--- src/rtl/tpg_pkg.sv ---
package tpg_pkg;
  localparam int CH_W   = 8;
  localparam int N_CH   = 3;
  localparam int DATA_W = 32;
  localparam int ADDR_W = 3;
  localparam int FLD_W  = 16;

  typedef enum logic [1:0] {
    PAT_ROWS  = 2'd0,
    PAT_COLS  = 2'd1,
    PAT_CHECK = 2'd2,
    PAT_SOLID = 2'd3
  } pat_e;

  localparam logic [ADDR_W-1:0] A_CTRL = 3'd0;
  localparam logic [ADDR_W-1:0] A_WINX = 3'd1;
  localparam logic [ADDR_W-1:0] A_WINY = 3'd2;
  localparam logic [ADDR_W-1:0] A_SIZE = 3'd3;
  localparam logic [ADDR_W-1:0] A_BASE = 3'd4;
  localparam logic [ADDR_W-1:0] A_STEP = 3'd5;
  localparam logic [ADDR_W-1:0] A_CMIT = 3'd6;

  typedef logic [N_CH-1:0][CH_W-1:0] rgb_t;

  typedef struct packed {
    logic             en;
    pat_e             kind;
    logic [FLD_W-1:0] x_lo;
    logic [FLD_W-1:0] x_hi;
    logic [FLD_W-1:0] y_lo;
    logic [FLD_W-1:0] y_hi;
    logic [FLD_W-1:0] size;
    rgb_t             base;
    rgb_t             step;
  } cfg_t;

  localparam cfg_t CFG_RESET = '0;
endpackage

--- src/rtl/tpg_axis_track.sv ---
module tpg_axis_track
  import tpg_pkg::*;
(
  input  logic             clk,
  input  logic             rst,
  input  logic             clear,
  input  logic             advance,
  input  logic [FLD_W-1:0] size,
  input  rgb_t             base,
  input  rgb_t             step,
  output rgb_t             color_o,
  output logic             parity_o
);
  logic [FLD_W-1:0] cnt;
  logic [FLD_W-1:0] limit;
  rgb_t             off;
  rgb_t             off_nx;

  assign limit = (size == '0) ? '0 : size - 1'b1;

  for (genvar ch = 0; ch < N_CH; ch++) begin : g_ch
    assign off_nx[ch]  = off[ch] + step[ch];
    assign color_o[ch] = base[ch] + off[ch];
  end

  always_ff @(posedge clk) begin
    if (rst || clear) begin
      cnt      <= '0;
      off      <= '0;
      parity_o <= 1'b0;
    end else if (advance) begin
      if (cnt >= limit) begin
        cnt      <= '0;
        off      <= off_nx;
        parity_o <= ~parity_o;
      end else begin
        cnt <= cnt + 1'b1;
      end
    end
  end

  p_cnt_bound_r11: assert property (@(posedge clk) disable iff (rst)
    !clear |-> (cnt <= limit));
  p_clear_origin_r6: assert property (@(posedge clk) disable iff (rst)
    clear |=> (cnt == '0 && off == '0 && !parity_o));
endmodule

--- src/rtl/tpg_pattern.sv ---
module tpg_pattern
  import tpg_pkg::*;
#(
  parameter int H_ACT    = 1024,
  parameter int V_ACT    = 768,
  parameter int HCW      = 11,
  parameter int VCW      = 10,
  parameter bit SYNC_NEG = 1'b1
) (
  input  logic           clk,
  input  logic           rst,
  input  logic [HCW-1:0] hcnt,
  input  logic [VCW-1:0] vcnt,
  input  logic           de,
  input  logic           hs_act,
  input  logic           vs_act,
  input  logic           frame_req,
  input  cfg_t           stg_cfg,
  input  logic           stg_valid,
  output rgb_t           rgb_o,
  output logic           hsync_o,
  output logic           vsync_o,
  output logic           blank_o
);
  localparam logic [HCW-1:0] H_VIS = HCW'(H_ACT);
  localparam logic [VCW-1:0] V_VIS = VCW'(V_ACT);
  localparam logic [HCW-1:0] H_END = HCW'(H_ACT - 1);

  cfg_t act;
  always_ff @(posedge clk) begin
    if (rst) act <= CFG_RESET;
    else if (frame_req && stg_valid) act <= stg_cfg;
  end

  logic [FLD_W-1:0] x16, y16;
  logic in_x, in_y;
  assign x16  = FLD_W'(hcnt);
  assign y16  = FLD_W'(vcnt);
  assign in_x = (hcnt < H_VIS) && (x16 >= act.x_lo) && (x16 < act.x_hi);
  assign in_y = (vcnt < V_VIS) && (y16 >= act.y_lo) && (y16 < act.y_hi);

  rgb_t col_c, row_c, alt_c;
  logic col_par, row_par;

  tpg_axis_track u_col (
    .clk(clk), .rst(rst), .clear(!in_x), .advance(in_x),
    .size(act.size), .base(act.base), .step(act.step),
    .color_o(col_c), .parity_o(col_par)
  );

  tpg_axis_track u_row (
    .clk(clk), .rst(rst), .clear(!in_y), .advance(in_y && (hcnt == H_END)),
    .size(act.size), .base(act.base), .step(act.step),
    .color_o(row_c), .parity_o(row_par)
  );

  for (genvar ch = 0; ch < N_CH; ch++) begin : g_alt
    assign alt_c[ch] = act.base[ch] + act.step[ch];
  end

  rgb_t pix;
  always_comb begin
    case (act.kind)
      PAT_ROWS:  pix = row_c;
      PAT_COLS:  pix = col_c;
      PAT_CHECK: pix = (row_par ^ col_par) ? alt_c : act.base;
      default:   pix = act.base;
    endcase
  end

  always_ff @(posedge clk) begin
    if (rst) begin
      rgb_o   <= '0;
      hsync_o <= SYNC_NEG;
      vsync_o <= SYNC_NEG;
      blank_o <= 1'b1;
    end else begin
      rgb_o   <= (de && act.en && in_x && in_y) ? pix : '0;
      hsync_o <= hs_act ^ SYNC_NEG;
      vsync_o <= vs_act ^ SYNC_NEG;
      blank_o <= !de;
    end
  end

  p_cfg_frozen_r10: assert property (@(posedge clk) disable iff (rst)
    !frame_req |=> $stable(act));
  p_no_load_r10: assert property (@(posedge clk) disable iff (rst)
    (frame_req && !stg_valid) |=> $stable(act));
  p_load_r10: assert property (@(posedge clk) disable iff (rst)
    (frame_req && stg_valid) |=> (act == $past(stg_cfg)));
  p_blank_black_r6: assert property (@(posedge clk) disable iff (rst)
    blank_o |-> (rgb_o == '0));
endmodule

--- config.mk ---
export PLATFORM = sky130hd
export DESIGN_NAME = tpg_pattern
export DESIGN_NICKNAME = d
export VERILOG_FILES = /design/src/rtl/tpg_pkg.sv /design/src/rtl/tpg_axis_track.sv /design/src/rtl/tpg_pattern.sv
export SDC_FILE = /design/constraint.sdc
export NUM_CORES = 1
export LEC_CHECK = 0
export BUFFER_PORTS_ARGS = -buffer_cell sky130_fd_sc_hd__buf_2
export CELL_PAD_IN_SITES_DETAIL_PLACEMENT = 0
export CELL_PAD_IN_SITES_GLOBAL_PLACEMENT = 1
export CORE_ASPECT_RATIO = 0.75
export CORE_MARGIN = 8
export CORE_UTILIZATION = 40
export DETAILED_ROUTE_END_ITERATION = 16
export PLACE_DENSITY = 0.75
export SYNTH_ARGS = -nofsm -noshare
export SYNTH_HDL_FRONTEND = slang
export SYNTH_HIERARCHICAL = 1
export SYNTH_SLANG_ARGS = --single-unit
--- constraint.sdc ---
create_clock -name clk -period 9.7 [get_ports clk]
set_input_delay 1.94 -clock clk [delete_from_list [all_inputs] [get_ports clk]]
set_output_delay 1.94 -clock clk [all_outputs]
set_load 0.02 [all_outputs]
==> flow_summary.json <==
{
  "stdcell_area_um2": 18330,
  "setup_tns_ns": 0,
  "min_period_ns": 4.909,
  "synthFlopType": "dfxtp_1",
  "synth_fp_nets": 2365,
  "wl_per_cell_um": 16.87,
  "final_nets": 2511,
  "powerDensity_nw_per_um2": 137.3,
  "syn_inst": 2008,
  "post_cts_buffers": 0,
  "port_buffers": 185,
  "cts-resized-gates": 0,
  "maxCapViolCount": 0,
  "ios": 186,
  "ir_worst_vdd_mv": 0.1194,
  "criticalPathCategory": "input port to flip-flop",
  "grt_pass1_vias": 13969,
  "syn-cell-area_um2": 16020,
  "ys_seq_area_share_pct": 29.99,
  "fp.dieW_um": 247.1,
  "drt_iter0_drc": 719,
  "drive_gt1_share_pct": 13.47,
  "cp-end-kind": "flip-flop",
  "routed_wl_mm": 45.45,
  "path_buf_inv": 1,
  "hold_path.class": "flip-flop to flip-flop",
  "slowest_delay_ns": 0.72,
  "dp_hpwl_mm": 33.99,
  "path_max_fanout": 8,
  "clkSlewWorstSetupHoldPaths_ns": 0.06,
  "rsz0062_at_grt": "false",
  "htree_levels": 1,
  "viasPerCell": 5.226,
  "fp.dieArea_um2": 46780,
  "maxSlewViolCount": 0,
  "async_flop_share_pct": 0,
  "grt_pass1_wl_mm": 73.13,
  "grt_max_degree": 80,
  "n_antenna_cell": 0,
  "fmax_mhz": 203.7,
  "ys_warn_count": 6,
  "cts_tree": "done",
  "first_pass_iters": 5,
  "hold_viol": 0,
  "crit_top_cell": "o21ai_0",
  "status": "finished clean",
  "ys_types": 73,
  "cts.sinks": 240,
  "initial_core_util_pct": 40.57,
  "antenna_left": 0,
  "numCtsBuffers": 28,
  "placementRows": 63,
  "critPathTopFamily": "simple AND/OR/NAND/NOR gates",
  "area_delta_synth_final_pct": 14.42,
  "grt_antenna_before_repair": 1,
  "insertion_delay_ns": 0.57,
  "critPathLaunchType": "input port",
  "grt_usage_pct": 19.00,
  "holdBufCountCts": 0,
  "fin_worst_skew_ns": 0.01367,
  "vias": 14083,
  "die_h_um": 189.3,
  "place_congestion": 0.8338,
  "clk_path_buf_depth": 3,
  "cp_data_arrival_time_ns": 5.33,
  "ys_ff_latch": 240,
  "synth_area_per_cell_um2": 7.980,
  "cts_root_buf": "clkbuf_16",
  "synth_edf_count": 0,
  "coreArea_um2": 39490,
  "fill_cells": 3914,
  "tightest_slew_ns": 0.9609,
  "grt-ovfl-total": 0,
  "crit_chain": "buf_2 > ha_1 > a21oi_1 > o21ai_0 > a41oi_1 > o21ai_0 > or2b_1 > nor4_2 > nand4_1 > nor4_1 > nand3_1 > xor2_1 > nor2_1",
  "placedInstanceArea_um2": 17360,
  "finalSetupViolations": 0,
  "drc": 0,
  "required_ns": 10.12,
  "post-route-period-util_pct": 50.61,
  "relSlewSlack_pct": 35.89,
  "worst_path_max_delay_cell": "nor4_2",
  "power.leakage_nw": 7.504
}
worst register-to-register path, cell delays in order (launching register included):
cell and delay (ns):
dfxtp_1 0.39, or4_4 0.55, or3_4 0.38, or3_4 0.41, nor3_4 0.12, mux2i_1 0.30, ha_1 0.29, nand4_1 0.12
a211oi_1 0.08, or3_1 0.43, nor3_2 0.47, o21ai_1 0.39, nor2_1 0.22
stage by stage:
step	hold slack (ns)	worst slack, ns	utilization (%)	cells	power [W]
5_1_grt	0.4729	4.452	46.42	2695	0.002648
3_5_place_dp	0.4466	4.149	43.95	2644	0.001423
6_report	0.4537	4.791	46.42	2695	0.002517
2_1_floorplan	0.4308	5.242	-	2008	0.001308
4_1_cts	0.4549	4.753	46.42	2695	0.002555
3_3_place_gp	0.4410	4.295	43.95	2644	0.001412
path summary, 6_finish.rpt:
kind / startpoint / cells after the start / to / slack, ns
max: vcnt[2] / 13 / u_row/cnt[13] / 4.79
min reg2reg: act[77] / 2 / act[77] / 0.45
max reg2reg: act[56] / 12 / u_col/cnt[7] / 5.47
min: act[77] / 2 / act[77] / 0.45
registers in the layout (all words and copies together) (netlist names):
name / count
u_col/off: 24
blank_o: 1
u_row/cnt: 16
u_row/off: 24
rgb_o: 24
vsync_o: 1
u_col/parity_o: 1
u_col/cnt: 16
hsync_o: 1
act: 131
u_row/parity_o: 1
where the power goes:
group          total, W  leakage [nW]  internal [W]  switching [W]
logic          0.000358          5.08      0.000148       0.000210
clock network   0.00112         0.473      0.000677       0.000439
registers       0.00104          1.95       0.00101      0.0000323
logic make-up (layout without fill, tap and decap cells):
kind of cell	Yosys count	in the layout	synth area share [%]
AND/OR/NAND/NOR	723	723	20.12
AO/OA/AOI/OAI	465	465	18.69
flip-flops	240	240	29.99
buffers and inverters	208	375	5.162
adder cells (fa/ha/maj)	198	198	16.16
XOR/XNOR	129	129	7.051
multiplexers	45	45	2.819
area by class of cell:
type                       instances  area (um2)  share of cell area, %
inverter                         129       484.2                  2.641
multi-input combinational       1560       10420                  56.81
sequential                       240        4805                  26.21
clock buffer                      39       792.0                  4.320
tap                              520       650.6                  3.549
timing repair buffer             195        1003                  5.474
clock inverter                    12       182.7                 0.9964
per-layer routing:
layer,wire (um),track usage (%),share of wire (%)
met4,852,4.116,1.9
met3,1826,2.985,4.0
met5,13,0,0.029
met2,20290,30.35,45
met1,22470,26.70,49
synthesized netlist by cell type, types with 16 or more instances:
| cell | instances | area [um2] |
|---|---|---|
| a21boi_0 | 18 | 135.1 |
| dfxtp_1 | 240 | 4805 |
| o21ai_0 | 73 | 365.4 |
| nand4_1 | 19 | 118.9 |
| o21a_1 | 20 | 150.1 |
| a21oi_1 | 216 | 1081 |
| nor2_1 | 166 | 623.1 |
| xor2_1 | 39 | 341.6 |
| ha_1 | 183 | 2290 |
| nand3_1 | 47 | 235.2 |
| a211oi_2 | 18 | 225.2 |
| nor3_1 | 22 | 110.1 |
| nor2b_1 | 23 | 143.9 |
| a211oi_1 | 18 | 135.1 |
| inv_1 | 128 | 480.5 |
| a21o_1 | 16 | 120.1 |
| mux2i_1 | 44 | 440.4 |
| nand2_1 | 363 | 1363 |
| nand2b_1 | 20 | 125.1 |
| xnor2_1 | 90 | 788.3 |
| clkbuf_1 | 62 | 232.7 |
cell usage in the layout, fill, tap and decap left out, types with 7 or more instances in the layout:
master     instances
nand2_1          362
dfxtp_1          240
a21oi_1          216
buf_2            184
ha_1             183
nor2_1           166
inv_1            128
xnor2_1           90
o21ai_0           73
nand3_1           47
mux2i_1           44
xor2_1            38
clkbuf_16         28
nor2b_1           23
nor3_1            22
o21a_1            20
nand2b_1          20
nand4_1           19
a21boi_0          18
a211oi_1          18
a211oi_2          18
a21o_1            16
fa_1              15
buf_4             11
o21bai_1          10
nor4_1            10
and3_1            10
o41ai_1            9
o31ai_1            7
Note: power is estimated with default switching activity, not from simulation.
